===== src/rtl/gpio_bank_pkg.sv =====
package gpio_bank_pkg;
  localparam int REG_AW = 4;

  typedef enum logic [REG_AW-1:0] {
    RG_LEVEL     = 4'd0,
    RG_DOUT      = 4'd1,
    RG_DIR       = 4'd2,
    RG_ALT       = 4'd3,
    RG_SLP_MASK  = 4'd4,
    RG_SLP_OUT   = 4'd5,
    RG_BATT_OUT  = 4'd6,
    RG_SLP_CFG   = 4'd7,
    RG_IRQ_MASK  = 4'd8,
    RG_TRIG_KIND = 4'd9,
    RG_EDGE_POL  = 4'd10,
    RG_LVL_POL   = 4'd11,
    RG_IRQ_STAT  = 4'd12
  } reg_sel_e;

  // configuration registers occupy offsets 1 .. NUM_CFG
  localparam int NUM_CFG = 11;
endpackage


===== src/rtl/gpio_rst_sync.sv =====
module gpio_rst_sync (
  input  logic clk,
  input  logic rst_n,
  output logic rst_sn
);
  logic [1:0] stage_q;

  always_ff @(posedge clk or negedge rst_n) begin
    if (!rst_n) stage_q <= 2'b00;
    else        stage_q <= {stage_q[0], 1'b1};
  end

  assign rst_sn = stage_q[1];
endmodule


===== src/rtl/gpio_in_sync.sv =====
module gpio_in_sync #(
  parameter int W = 16
) (
  input  logic         clk,
  input  logic         rst_sn,
  input  logic [W-1:0] raw_i,
  output logic [W-1:0] cur_o,
  output logic [W-1:0] prev_o
);
  logic [W-1:0] meta_q, cur_q, prev_q;

  always_ff @(posedge clk or negedge rst_sn) begin
    if (!rst_sn) begin
      meta_q <= '0;
      cur_q  <= '0;
      prev_q <= '0;
    end else begin
      meta_q <= raw_i;
      cur_q  <= meta_q;
      prev_q <= cur_q;
    end
  end

  assign cur_o  = cur_q;
  assign prev_o = prev_q;
endmodule


===== src/rtl/gpio_evt_detect.sv =====
module gpio_evt_detect #(
  parameter int W = 16
) (
  input  logic [W-1:0] cur_i,
  input  logic [W-1:0] prev_i,
  input  logic [W-1:0] kind_i,     // 1 edge, 0 level
  input  logic [W-1:0] edge_pol_i, // 1 rising, 0 falling
  input  logic [W-1:0] lvl_pol_i,  // 1 high, 0 low
  output logic [W-1:0] evt_o
);
  for (genvar p = 0; p < W; p++) begin : g_pin
    logic rise, fall, edge_hit, lvl_hit;
    always_comb begin
      rise     = cur_i[p] & ~prev_i[p];
      fall     = ~cur_i[p] & prev_i[p];
      edge_hit = edge_pol_i[p] ? rise : fall;
      lvl_hit  = lvl_pol_i[p] ? cur_i[p] : ~cur_i[p];
      evt_o[p] = kind_i[p] ? edge_hit : lvl_hit;
    end
  end
endmodule


===== src/rtl/gpio_irq_stat.sv =====
module gpio_irq_stat #(
  parameter int W = 16
) (
  input  logic         clk,
  input  logic         rst_sn,
  input  logic [W-1:0] evt_i,
  input  logic         clr_i,
  input  logic [W-1:0] mask_i,
  output logic [W-1:0] stat_o,
  output logic         irq_o
);
  logic [W-1:0] stat_d, stat_q;
  logic         stat_en;

  always_comb begin
    stat_en = clr_i | (|evt_i);
    stat_d  = (clr_i ? '0 : stat_q) | evt_i;
  end

  always_ff @(posedge clk or negedge rst_sn) begin
    if (!rst_sn)      stat_q <= '0;
    else if (stat_en) stat_q <= stat_d;
  end

  assign stat_o = stat_q;
  assign irq_o  = |(stat_q & ~mask_i);
endmodule


===== src/rtl/gpio_bank.sv =====
module gpio_bank
  import gpio_bank_pkg::*;
#(
  parameter int NPIN = 16
) (
  input  logic              clk,
  input  logic              rst_n,
  input  logic              bus_wr,
  input  logic [REG_AW-1:0] bus_addr,
  input  logic [NPIN-1:0]   bus_wdata,
  output logic [NPIN-1:0]   bus_rdata,
  input  logic [NPIN-1:0]   pin_i,
  output logic [NPIN-1:0]   dout_o,
  output logic [NPIN-1:0]   dir_o,
  output logic [NPIN-1:0]   alt_o,
  output logic [NPIN-1:0]   slp_mask_o,
  output logic [NPIN-1:0]   slp_out_o,
  output logic [NPIN-1:0]   batt_out_o,
  output logic [NPIN-1:0]   slp_cfg_o,
  output logic              irq_o
);
  localparam logic [REG_AW-1:0] CFG_LAST = REG_AW'(NUM_CFG);

  logic            rst_sn;
  logic [NPIN-1:0] cfg_q [NUM_CFG];
  logic [NPIN-1:0] pin_cur, pin_prev, evt, stat;
  logic            stat_clr;

  gpio_rst_sync u_rst (.clk(clk), .rst_n(rst_n), .rst_sn(rst_sn));

  // configuration register file, one clock-enabled register per offset
  for (genvar g = 0; g < NUM_CFG; g++) begin : g_cfg
    localparam logic [REG_AW-1:0] OFS = REG_AW'(g + 1);
    localparam logic [NPIN-1:0]   RST = (OFS == RG_IRQ_MASK) ? '1 : '0;
    logic            en;
    logic [NPIN-1:0] d;
    always_comb begin
      en = bus_wr && (bus_addr == OFS);
      d  = bus_wdata;
    end
    always_ff @(posedge clk or negedge rst_sn) begin
      if (!rst_sn)  cfg_q[g] <= RST;
      else if (en)  cfg_q[g] <= d;
    end
  end

  gpio_in_sync #(.W(NPIN)) u_sync (
    .clk(clk), .rst_sn(rst_sn), .raw_i(pin_i),
    .cur_o(pin_cur), .prev_o(pin_prev)
  );

  gpio_evt_detect #(.W(NPIN)) u_det (
    .cur_i(pin_cur), .prev_i(pin_prev),
    .kind_i(cfg_q[RG_TRIG_KIND-1]),
    .edge_pol_i(cfg_q[RG_EDGE_POL-1]),
    .lvl_pol_i(cfg_q[RG_LVL_POL-1]),
    .evt_o(evt)
  );

  assign stat_clr = bus_wr && (bus_addr == RG_IRQ_STAT) && (bus_wdata == '0);

  gpio_irq_stat #(.W(NPIN)) u_stat (
    .clk(clk), .rst_sn(rst_sn), .evt_i(evt), .clr_i(stat_clr),
    .mask_i(cfg_q[RG_IRQ_MASK-1]), .stat_o(stat), .irq_o(irq_o)
  );

  always_comb begin
    bus_rdata = '0;
    if (bus_addr == RG_LEVEL)          bus_rdata = pin_cur;
    else if (bus_addr == RG_IRQ_STAT)  bus_rdata = stat;
    else if (bus_addr <= CFG_LAST)     bus_rdata = cfg_q[bus_addr - 4'd1];
  end

  assign dout_o     = cfg_q[RG_DOUT-1];
  assign dir_o      = cfg_q[RG_DIR-1];
  assign alt_o      = cfg_q[RG_ALT-1];
  assign slp_mask_o = cfg_q[RG_SLP_MASK-1];
  assign slp_out_o  = cfg_q[RG_SLP_OUT-1];
  assign batt_out_o = cfg_q[RG_BATT_OUT-1];
  assign slp_cfg_o  = cfg_q[RG_SLP_CFG-1];
endmodule


===== config.mk =====
export PLATFORM = sky130hd
export DESIGN_NAME = gpio_bank
export DESIGN_NICKNAME = d
export VERILOG_FILES = /design/src/rtl/gpio_bank_pkg.sv /design/src/rtl/gpio_rst_sync.sv /design/src/rtl/gpio_in_sync.sv /design/src/rtl/gpio_evt_detect.sv /design/src/rtl/gpio_irq_stat.sv /design/src/rtl/gpio_bank.sv
export SDC_FILE = /design/constraint.sdc
export NUM_CORES = 1
export LEC_CHECK = 0
export ABC_AREA = 0
export BUFFER_PORTS_ARGS = -buffer_cell sky130_fd_sc_hd__buf_2
export CORE_MARGIN = 8
export CORE_UTILIZATION = 35
export CTS_CLUSTER_SIZE = 14
export DETAILED_ROUTE_END_ITERATION = 16
export GPL_TIMING_DRIVEN = 0
export HOLD_SLACK_MARGIN = 0.12
export PLACE_DENSITY = 0.58
export REMOVE_ABC_BUFFERS = 1
export SLEW_MARGIN = 20
export SYNTH_ARGS = -nofsm -noshare
export SYNTH_HDL_FRONTEND = slang
export SYNTH_HIERARCHICAL = 1
export SYNTH_SLANG_ARGS = --single-unit

===== constraint.sdc =====
create_clock -name clk -period 11.3 [get_ports clk]
set_clock_uncertainty 0.2 [all_clocks]
set_input_delay 0.565 -clock clk [delete_from_list [all_inputs] [get_ports clk]]
set_output_delay 0.565 -clock clk [all_outputs]
set_load 0.02 [all_outputs]

Word-level counts from Yosys, hierarchy flattened:

Cells that the tools add are included.

* $add $sub $neg: 1
* reductions and logical operators: 17
* order comparisons: 2
* bitwise gates (word level): 69
* equal/unequal tests: 12
* mux-type cells: 55

Operators with widths (count)
* $mux W16: 6
* $bmux W16 S4: 1
* $mux W1: 48
* $and A1 B1 Y1: 32
* $not A1 Y1: 32
* $reduce_or A16 Y1: 2
* $eq A4 B4 Y1 const B: 5
* $and A16 B16 Y16: 1
* $eq A4 B3 Y1 const B: 4
* $logic_not A16 Y1: 1
* $not A16 Y16: 1
* $or A16 B16 Y16: 1
* $logic_and A1 B1 Y1: 13
* $eq A4 B2 Y1 const B: 2
* $ge A5 B5 Y1 const B: 1
* $not A4 Y5: 1
* $eq A4 B1 Y1 const B: 1
* $le A4 B4 Y1 const B: 1
* $logic_not A4 Y1: 1
* $sub A4 B1 Y4 const B: 1
* $or A1 B1 Y1: 1

* output and inout bits: 129
* register bits after elaboration: 242
* input bits: 39

Longest topological paths before layout:

Gate-level depths: netlist of the first run.

* word-level depth: 8
* mapped depth: 11
* mapped depth without buffers: 7

By module:

The synthesis of the first run kept the hierarchy.

Modules (own cells, without submodules)
* gpio_bank: area each 9467.8 um^2, times used 1, cells each 717
* gpio_in_sync: area each 1201.2 um^2, times used 1, cells each 48
* gpio_irq_stat: area each 680.7 um^2, times used 1, cells each 55
* gpio_evt_detect: area each 640.6 um^2, times used 1, cells each 80
* gpio_rst_sync: area each 53.8 um^2, times used 1, cells each 3

Worst setup path after synthesis of the first run:

No wires, ideal clock.

* path kind: input-to-output
* start point: in bus_addr[0]
* end point: out bus_rdata[12]
* slack: 7.618 ns
* cell stages on the path: 10
* required time: 10.535 ns
* arrival: 2.917 ns
* path buffers: 3
* cells stage by stage: buf_4 > inv_1 > buf_1 > ha_1 > buf_4 > mux2i_1 > mux2_2 > a21o_1 > a221o_1 > a31oi_1

* longest elaborated chain between the ends: 8
* elaborated cells between the ends (all ways): 11

RTL lines
* start: declaration: RTL line gpio_bank.sv:9 `input logic [REG_AW-1:0] bus_addr,`
* $sub A4 B1 Y4: RTL line gpio_bank.sv:71 `else if (bus_addr <= CFG_LAST) bus_rdata = cfg_q[bus_addr - 4'd1];`
* $not A4 Y5 (implied by the code): RTL line gpio_bank.sv:71
* $bmux W16 S4: RTL line gpio_bank.sv:71
* $mux W16 (implied by the code) (2 in series): RTL line gpio_bank.sv:71
* $mux W16: RTL line gpio_bank.sv:71
* $mux W16: RTL line gpio_bank.sv:70 `else if (bus_addr == RG_IRQ_STAT) bus_rdata = stat;`
* $mux W16 (*): RTL line gpio_bank.sv:69 `if (bus_addr == RG_LEVEL) bus_rdata = pin_cur;`
* end: declaration: RTL line gpio_bank.sv:11 `output logic [NPIN-1:0] bus_rdata,`

Every way passes the cells marked *; elsewhere a longest branch is shown, timed or not. The select of a mux whose other input is x is not followed.

Final worst setup path of the first run:

Same ends and word-level chain as after synthesis.

==> impl_metrics.json, run 1 <==
{
  "grt_usage_pct": 16.2,
  "async_flop_share_pct": 100,
  "fin_ws_ns": 6.61,
  "worstMarginPinSlew_ns": 1.10,
  "cts_max_path_buffers": 3,
  "slew_headroom_pct": 26.4,
  "synth_most_common_cell": "dfrtp_1",
  "period_needed_ns": 4.69,
  "slew_violations": 0,
  "holdWs_ns": 0.145,
  "grt_max_degree": 56,
  "first_global_vias": 7824,
  "totalPowerFinal_uw": 2680,
  "netlist-cell-type-count": 52,
  "critical_path.cell_chain": "buf_4, buf_16, inv_1, ha_4, buf_16, mux2i_1, mux2_2, a21o_1, a221o_1, a31oi_1, buf_2",
  "grt_pass1_wl_mm": 50.5,
  "hold_path_depth": 0,
  "multi_input_area_mm2": 0.00482,
  "powerDensity_mw_per_mm2": 197,
  "die_h_um": 202,
  "cp_num_cells": 11,
  "ant_nets": 0,
  "core_mm2": 0.0342,
  "maxCapViolCount": 0,
  "final.period_utilization_pct": 41.5,
  "synth_top_area_cell": "dfrtp_1",
  "die_w_um": 202,
  "rows": 68,
  "clk_pin_slew_ns": 0.06,
  "numCtsBuffers": 27,
  "synthTopCellsByArea": "dfrtp_1 (47%), mux2_2 (17%), buf_4 (7.5%), mux4_2 (5.8%), dfstp_2 (3.5%)",
  "synth_area_mm2": 0.0120,
  "ir_drop_mv": 0.127,
  "final_hold_viol_count": 0,
  "num-nets-final": 1000,
  "cpPeakStageDelay_ns": 0.66,
  "endpoint_kind": "output port",
  "fmax_ghz": 0.213,
  "wl_mm": 33.4,
  "cts-root-buf": "clkbuf_16",
  "synth_edf_count": 0,
  "postCtsSetupRepairBufs": 0,
  "outcome": "completed",
  "fillCellCount": 3282,
  "p_leak_uw": 0.00597,
  "cts_tree": "done",
  "ys_ff_latch": 242,
  "post-place-ws_ns": 6.53,
  "grt_antenna_before_repair": 2,
  "vias": 7330,
  "fin_setup_tns_ns": 0,
  "syn_avg_cell_area_um2": 13.3,
  "cts_htree_levels": 1,
  "hold_path_class": "register to register",
  "ys_warn_count": 6,
  "synth_top_flop_cell": "dfrtp_1",
  "dieArea_mm2": 0.0406,
  "firstDrtPassIters": 5,
  "cts_resized": 0,
  "via_per_inst": 5.11,
  "crit_required_ns": 10.54,
  "start_kind": "input pin",
  "setup-violations-final": 0,
  "cts_num_sinks": 242,
  "dpl.hpwl_mm": 21.6,
  "synth_cells": 903,
  "path_common_cell": "buf_16",
  "drive_above_1_share_pct": 47.5,
  "dr.first_iter.drc_count": 331,
  "seq_area_mm2": 0.00608,
  "area_growth_pct": 12.9,
  "reg2reg_depth": 2,
  "wl_per_cell_um": 23.3,
  "arrival_ns": 3.92,
  "pin_count": 168,
  "crit_type": "input pin to output port",
  "io_buffers": 167,
  "crit_family": "buffers and inverters",
  "initial_core_util_pct": 35.2,
  "synth_common_cells": "dfrtp_1 (226), mux2_2 (177), buf_4 (121)",
  "overflow": 0,
  "place_congestion": 0.761,
  "crit_path_top_delay_cell": "ha_4",
  "rsz0062_at_grt": "no",
  "critPathMaxFanout": 37,
  "synth_top_area_share_pct": 47.0,
  "drc": 0,
  "path_buf_inv": 5,
  "ys_seq_area_share_pct": 50.4,
  "clk_latency_ns": 0.54
}
-- path summary, 6_finish.rpt --
check	from	to	slack, ns
worst max-delay path	bus_addr[0]	bus_rdata[12]	6.61
worst min-delay path	u_sync/meta_q[15]$_DFF_PN0_	u_sync/cur_o[15]$_DFF_PN0_	0.15
worst max register to register	u_rst/stage_q[1]$_DFF_PN0_	cfg_q[61]$_DFFE_PN1P_	9.74
worst min register to register	u_sync/meta_q[15]$_DFF_PN0_	u_sync/cur_o[15]$_DFF_PN0_	0.15
max in group asynchronous	rst_n	u_rst/stage_q[1]$_DFF_PN0_	9.54
min in group asynchronous	u_rst/stage_q[1]$_DFF_PN0_	slp_mask_o[3]$_DFFE_PN0P_	0.16
-- layout by cell type, fill, tap and decap left out, types with 13 or more instances in the layout --
cell / count
dfstp_2: 16
nand2b_1: 16
a32oi_1: 16
clkbuf_16: 27
dlygate4sd3_1: 19
dfrtp_1: 225
mux2i_1: 33
mux4_2: 31
nor2_1: 15
a21o_1: 15
a21oi_1: 18
a22o_1: 16
nand3b_1: 32
buf_2: 166
o21ba_1: 16
nand2_1: 17
nor2b_1: 13
mux2_2: 177
o221ai_1: 16
-- timing repair --
item	in CTS	in global routing
hold buffers	19	0
endpoints found under the hold margin	18	0
endpoints found under the setup margin	0	0
-- cell families (layout without fill, tap and decap cells) --
family	Yosys count	in the layout	synth area share (%)
AOI/OAI and AO/OA	112	112	7.54
xor gates and xnor gates	2	2	0.208
adders and majority gates	4	4	0.416
buffers and inverters	179	254	9.91
DFF	242	242	50.4
muxes	241	241	25.1
other	1	2	0.0311
and+or+nand+nor	122	122	6.36
-- power by group --
part,switching (uW),internal [uW]
clock network,353,480
logic,359,318
registers,135,1030
total,847,1830
-- area by class of cell --
type | instances | area share (%)
flip-flops and latches | 242 | 44.7
multi-input cells | 482 | 35.5
repair buffers | 195 | 9.17
clock buffers | 41 | 5.80
well taps | 455 | 4.19
clock inverters | 9 | 0.386
inverters | 9 | 0.248
diodes | 1 | 0.0184
-- layer usage --
layer | up-vias | global-route usage (%) | share of wire [%]
li1 | 3289 | - | -
met1 | 3767 | 21.3 | 43
met2 | 213 | 26.1 | 47
met3 | 59 | 4.04 | 6.9
met4 | 2 | 4.77 | 2.7
met5 | - | 0 | 0.039
-- flip-flops by register name (all words and copies together) (netlist names) --
signal and cells:
alt_o 16, batt_out_o 16, cfg_q 64, dir_o 16, dout_o 16, slp_cfg_o 16, slp_mask_o 16, slp_out_o 16
u_rst/stage_q 2, u_stat/stat_o 16, u_sync/cur_o 16, u_sync/meta_q 16, u_sync/prev_o 16
-- per-stage QoR --
step,cells,util [%],area (um^2)
final,1434,39.8,13600
after CTS,1433,39.7,13600
after floorplan,733,-,10900
after global placement,1355,35.9,12300
after global routing,1433,39.7,13600
after detailed placement,1364,36.7,12600
-- worst reg2reg max path, stage by stage (launching register included) --
cell     delay (ns)
dfrtp_4        0.84
buf_16         0.32
buf_16         0.28
(Power assumes the default switching activity.)
==> run 2, diff against run 1 <==
--- a/config.mk
+++ b/config.mk
@@ -5,7 +5,7 @@
 export SDC_FILE = /design/constraint.sdc
 export NUM_CORES = 1
 export LEC_CHECK = 0
-export ABC_AREA = 0
+export ABC_AREA = 1
 export BUFFER_PORTS_ARGS = -buffer_cell sky130_fd_sc_hd__buf_2
 export CORE_MARGIN = 8
 export CORE_UTILIZATION = 35
==> constraint.sdc (replaced) <==
create_clock -name clk -period 4.67 [get_ports clk]
set_clock_uncertainty 0.2 [all_clocks]
set_input_delay 0.2335 -clock clk [delete_from_list [all_inputs] [get_ports clk]]
set_output_delay 0.2335 -clock clk [all_outputs]
set_load 0.02 [all_outputs]
==> run 2 against run 1 <==
  * Routed wire length is 17% higher
  * Worst hold slack got worse by 0.030 ns
  * Sequential share of layout area fell by 2.0 points
  * Non-clock buffer count up 24
  * Combinational power rose by 120%
  * Flip-flop and latch count unchanged
==> impl_metrics.json, run 2 <==
{
  "numCtsBuffers": 28,
  "netSwitchingFraction_pct": 33.0,
  "crit_required_ns": 4.24,
  "synth_top_flop_cell": "dfrtp_1",
  "cts-root-buf": "clkbuf_16",
  "die_w_um": 205,
  "grt_pass1_wl_mm": 60.4,
  "crit_path_top_delay_cell": "ha_4",
  "ir_drop_mv": 0.254,
  "drc": 0,
  "muxShareOfSynthArea_pct": 0,
  "rows": 69,
  "start_kind": "input pin",
  "ys_ff_latch": 242,
  "yosys.area_share.simple_pct": 25.9,
  "layout_common_cells": "nand2_1 (517), dfrtp_1 (225), nand3_1 (174), o21ai_0 (170), buf_2 (168)",
  "path_common_cell": "nand3_1",
  "fin_setup_tns_ns": 0,
  "final.period_utilization_pct": 90.1,
  "powerDensity_mw_per_mm2": 453,
  "worstMarginPinSlew_ns": 0.846,
  "final_util_pct": 40.3,
  "outcome": "completed",
  "hold_path_class": "register to async pin",
  "core_mm2": 0.0353,
  "fillCellCount": 3606,
  "cts_resized": 0,
  "critPathMaxFanout": 85,
  "final_hold_viol_count": 0,
  "totalPowerFinal_uw": 6440,
  "top_register": "cfg_q",
  "netlist-cell-type-count": 31,
  "num-nets-final": 1688,
  "critical_path.cell_chain": "buf_4, buf_12, inv_6, ha_4, buf_12, inv_2, buf_16, nand3_1, nand3_1, nand3_1, nand3_1, a21oi_1, buf_2",
  "pin_count": 168,
  "synth_top_area_share_pct": 45.4,
  "final_common_cell": "nand2_1",
  "synth_top_area_cell": "dfrtp_1",
  "dp_cells": 2039,
  "grt_max_degree": 86,
  "overflow": 0,
  "area_growth_pct": 14.3,
  "wl_per_cell_um": 18.4,
  "cts_max_path_buffers": 3,
  "crit_type": "input pin to output port",
  "cts_tree": "done",
  "cts_htree_levels": 1,
  "clk_latency_ns": 0.54,
  "io_buffers": 167,
  "ys_seq_area_share_pct": 48.8,
  "postCtsSetupRepairBufs": 0,
  "ys_warn_count": 6,
  "first_global_vias": 10137,
  "cpPeakStageDelay_ns": 0.62,
  "synth_common_cells": "nand2_1 (529), dfrtp_1 (226), nand3_1 (174)",
  "seq_power_share_pct": 42.8,
  "drive_above_1_share_pct": 18.7,
  "syn_avg_cell_area_um2": 7.79,
  "grt_antenna_before_repair": 0,
  "p_comb_share_pct": 22.9,
  "largest_reg_flops": 64,
  "period_needed_ns": 4.21,
  "endpoint_kind": "output port",
  "wl_mm": 39.1,
  "fmax_ghz": 0.238,
  "synth-xor-area-share_pct": 0,
  "synth-compound-area-share_pct": 9.77,
  "ant_nets": 0,
  "synth_edf_count": 0,
  "place_congestion": 0.797,
  "slew_headroom_pct": 43.4,
  "rsz0062_at_grt": "no",
  "dr.first_iter.drc_count": 742,
  "synth_top_family_by_area": "simple AND/OR/NAND/NOR gates",
  "dieArea_mm2": 0.0418,
  "vias": 10404,
  "synthTopCellsByArea": "dfrtp_1 (45%), nand2_1 (16%), buf_4 (7.2%), nand3_1 (7.0%), o21ai_0 (6.8%)",
  "async_flop_share_pct": 100,
  "crit_family": "buffers and inverters",
  "via_per_inst": 4.89,
  "die_h_um": 205,
  "synth-adder-area-share_pct": 0.402,
  "grt_usage_pct": 18.5,
  "synth_area_mm2": 0.0124,
  "synth_cells": 1598,
  "dpl.hpwl_mm": 25.1,
  "initial_core_util_pct": 35.2,
  "antenna_cells": 0,
  "holdWs_ns": 0.115,
  "clockPowerShare_pct": 34.3,
  "p_sw_uw": 2120,
  "final_cells": 2126,
  "p_leak_uw": 0.00733,
  "arrival_ns": 3.77,
  "slew_violations": 0,
  "maxCapViolCount": 0,
  "cts_num_sinks": 242,
  "firstDrtPassIters": 5,
  "p_int_uw": 4320,
  "synth_most_common_cell": "nand2_1",
  "path_buf_inv": 7,
  "setup-violations-final": 0,
  "clk_pin_slew_ns": 0.05
}
## run 2: changes by cell type after synthesis, sizes merged, moves of 17 or more
| cell | delta |
|---|---|
| mux2 | -177 |
| nand2 | +515 |
| clkbuf | +34 |
| nand3 | +166 |
| o21ai | +174 |
| nor2 | +41 |
| a21o | -17 |
| inv | +142 |
| mux2i | -33 |
| mux4 | -31 |
| nand3b | -32 |
## run 2: worst reg2reg max path: stages, from the launching register on
cell and delay [ns]:
dfrtp_4 0.76, buf_16 0.34, buf_16 0.31
## run 2: final timing paths
| kind | from | end | slack (ns) | cells past startpoint |
|---|---|---|---|---|
| worst max-delay path | bus_addr[0] | bus_rdata[13] | 0.46 | 13 |
| worst min-delay path | u_rst/stage_q[1]$_DFF_PN0_ | u_sync/meta_q[1]$_DFF_PN0_ | 0.11 | 0 |
| worst max register to register | u_rst/stage_q[1]$_DFF_PN0_ | cfg_q[52]$_DFFE_PN1P_ | 3.13 | 2 |
| worst min register to register | u_rst/stage_q[1]$_DFF_PN0_ | u_sync/meta_q[1]$_DFF_PN0_ | 0.11 | 0 |
| max in group asynchronous | u_rst/stage_q[1]$_DFF_PN0_ | cfg_q[52]$_DFFE_PN1P_ | 3.13 | 2 |
| min in group clk | pin_i[14] | u_sync/meta_q[14]$_DFF_PN0_ | 0.15 | 2 |
## run 2: timing repair
item	in CTS	in global routing
endpoints found under the setup margin	0	0
hold endpoints to repair	195	0
hold buffers	37	0
## run 2: kinds of logic after synthesis
logic type               after synthesis
buffers and inverters                353
flip-flops                           242
other                                  1
AO/OA/AOI/OAI                        226
adder cells (fa/ha/maj)                4
AND/OR/NAND/NOR                      772
## run 2: layout make-up
| type | instances | area [um^2] | area share [%] |
|---|---|---|---|
| repair buffers | 219 | 1520 | 10.7 |
| flip-flops and latches | 242 | 6080 | 42.7 |
| well taps | 461 | 577 | 4.06 |
| clock buffers | 42 | 835 | 5.87 |
| inverters | 151 | 574 | 4.04 |
| clock inverters | 8 | 90.1 | 0.633 |
| multi-input cells | 1003 | 4550 | 32.0 |
## run 2: power by group through the flow
stage	clock network [uW]	registers [uW]	logic [uW]
final	2210	2760	1470
after global routing	2360	2810	1650
after CTS	2260	2750	1500
after detailed placement	0	2790	1470
after global placement	0	2820	1370
after floorplan	0	3000	658
## run 2: per-layer routing
metal  GRT usage (%)  wire length, um
met2            30.7            18600
met4            4.86              804
met3            3.48             2630
met1            24.5            17100
met5               0                0
## run 2: stage by stage
step | setup WS, ns | cell area [um^2]
global route | 0.290 | 14200
CTS | 0.353 | 14200
global placement | -5.90 | 12600
finish | 0.462 | 14200
floorplan | -2.75 | 11100
detailed placement | 0.255 | 12900
==> run 3, diff against run 2 <==
--- a/config.mk
+++ b/config.mk
@@ -13,7 +13,8 @@
 export DETAILED_ROUTE_END_ITERATION = 16
 export GPL_TIMING_DRIVEN = 0
 export HOLD_SLACK_MARGIN = 0.12
-export PLACE_DENSITY = 0.58
+export PLACE_DENSITY = 0.61
+export RECOVER_POWER = 25
 export REMOVE_ABC_BUFFERS = 1
 export SLEW_MARGIN = 20
 export SYNTH_ARGS = -nofsm -noshare
==> run 3 against run 2 <==
  * The flow now finishes with violations (max-capacitance violations, max-slew violations)
  * Fmax increased by 0.16%
  * Clock-buffer cell count decreased by 3
  * Combinational power hardly changed
  * Routed wire length rose by 0.55%
  * Clock power is essentially flat
  * Flip-flop and latch count is the same
  * Critical endpoint unchanged
  * Largest power group unchanged
==> impl_metrics.json, run 3 (synthesis gave the netlist of run 2 again) <==
{
  "violations": "max-capacitance violations, max-slew violations",
  "critPathMaxFanout": 85,
  "crit_required_ns": 4.24,
  "first_global_vias": 9968,
  "pin_count": 168,
  "maxCapViolCount": 1,
  "place_congestion": 0.781,
  "startpoint": "bus_addr[0]",
  "p_leak_uw": 0.00730,
  "vias": 10368,
  "die_w_um": 205,
  "hp-start": "pin_i[14]",
  "slew_headroom_pct": -31.4,
  "dr.first_iter.drc_count": 819,
  "firstDrtPassIters": 5,
  "postLayoutCellArea_mm2": 0.0142,
  "setup-violations-final": 0,
  "wl_mm": 39.3,
  "antenna_cells": 0,
  "outcome": "finished with violations",
  "dp_cells": 2037,
  "area_growth_pct": 13.8,
  "slew_violations": 45,
  "drc": 0,
  "overflow": 0,
  "cts_htree_levels": 1,
  "die_h_um": 205,
  "final_cells": 2128,
  "cts_tree": "done",
  "postCtsSetupRepairBufs": 0,
  "cp-endpoint": "bus_rdata[13]",
  "wl_per_cell_um": 18.5,
  "grt_max_degree": 86,
  "grt_usage_pct": 18.4,
  "hold_path_class": "input pin to register",
  "layout_common_cells": "nand2_1 (517), dfrtp_1 (226), nand3_1 (174), o21ai_0 (170), buf_2 (165)",
  "fillCellCount": 3621,
  "worstMarginPinSlew_ns": 1.97,
  "final_hold_viol_count": 0,
  "fmax_ghz": 0.238,
  "core_mm2": 0.0353,
  "reg2reg_slack_ns": 1.38,
  "r2r-start": "u_rst/stage_q[1]$_DFF_PN0_",
  "rows": 69,
  "cts_num_sinks": 242,
  "final_util_pct": 40.1,
  "drive_above_1_share_pct": 18.6,
  "via_per_inst": 4.87,
  "final_common_cell": "nand2_1",
  "numCtsBuffers": 28,
  "endpoint_kind": "output port",
  "ir_drop_mv": 0.309,
  "crit_type": "input pin to output port",
  "rsz0062_at_grt": "no",
  "arrival_ns": 3.77,
  "num-nets-final": 1689,
  "largest_reg_flops": 64,
  "cts_max_path_buffers": 3,
  "dpl.hpwl_mm": 24.8,
  "clk_pin_slew_ns": 0.06,
  "initial_core_util_pct": 35.2,
  "totalPowerFinal_uw": 6430,
  "io_buffers": 167,
  "start_kind": "input pin",
  "cts_resized": 0,
  "grt_pass1_wl_mm": 59.9,
  "powerDensity_mw_per_mm2": 454,
  "r2r-end": "alt_o[8]$_DFFE_PN0P_",
  "final.period_utilization_pct": 89.9,
  "cts-root-buf": "clkbuf_16",
  "top_register": "cfg_q",
  "placed_cell_area_mm2": 0.0128,
  "period_needed_ns": 4.20,
  "dieArea_mm2": 0.0418,
  "clk_latency_ns": 0.55,
  "reg2reg_depth": 1,
  "ant_nets": 0,
  "grt_antenna_before_repair": 0
}
==> run 3: cell count changes in the layout (fill, tap and decap cells not counted), sizes merged <==
cell / before / now
bufinv: 2 / 1
buf: 182 / 175
clkbuf: 42 / 44
clkinv: 6 / 9
clkinvlp: 0 / 2
dlygate4sd3: 37 / 40
==> run 3: worst max-delay path, cell delays in order <==
cell	delay, ns
buf_4	0.44
buf_16	0.31
inv_6	0.31
ha_4	0.58
buf_12	0.29
inv_2	0.23
buf_16	0.23
nand3_1	0.09
nand3_1	0.08
nand3_1	0.14
nand3_1	0.10
a21oi_1	0.34
buf_2	0.24
==> run 3: report_power, final <==
group	internal [uW]	total [uW]	switching (uW)	leakage (uW)
logic	525	1470	948	0.00391
registers	2450	2760	304	0.00292
clock network	1290	2200	904	0.000465
==> run 3: how the worst min path moves through the flow <==
stage / endpoint / cells after the start
2_1_floorplan: u_rst/stage_q[0]$_DFF_PN0_ / 0
3_3_place_gp: u_rst/stage_q[0]$_DFF_PN0_ / 1
6_report: u_sync/meta_q[14]$_DFF_PN0_ / 2
5_1_grt: u_sync/meta_q[14]$_DFF_PN0_ / 2
4_1_cts: u_sync/meta_q[0]$_DFF_PN0_ / 2
3_5_place_dp: u_rst/stage_q[0]$_DFF_PN0_ / 1
==> run 3: layer usage <==
metal	up-vias	part of all wire, %	GRT usage, %	routed length (um)
met1	4937	43	24.1	16800
met3	63	7.1	3.15	2790
met5	-	0	0	0
met2	353	48	30.8	18700
met4	0	2.7	5.09	1050
li1	5015	-	-	-
==> run 3: cell type report <==
| cell class | instances | area (um^2) | share of cell area (%) |
|---|---|---|---|
| clock buffers | 39 | 832 | 5.88 |
| flip-flops and latches | 242 | 6080 | 42.9 |
| multi-input cells | 1003 | 4540 | 32.1 |
| well taps | 461 | 577 | 4.07 |
| inverters | 151 | 574 | 4.06 |
| clock inverters | 12 | 101 | 0.716 |
| repair buffers | 220 | 1450 | 10.3 |
==> run 3: per-stage QoR <==
step | hold WS (ns) | TNS [ns] | worst slack [ns]
CTS | 0.124 | 0 | 0.452
detailed placement | -0.178 | 0 | 0.161
floorplan | -0.262 | -627.43 | -2.75
global route | 0.127 | 0 | 0.342
global placement | -0.182 | -1482.81 | -5.95
finish | 0.133 | 0 | 0.469
==> run 3: what timing repair did <==
action,in CTS,in global routing
setup endpoints to repair,0,0
hold buffers,40,0
hold endpoints to repair,195,0
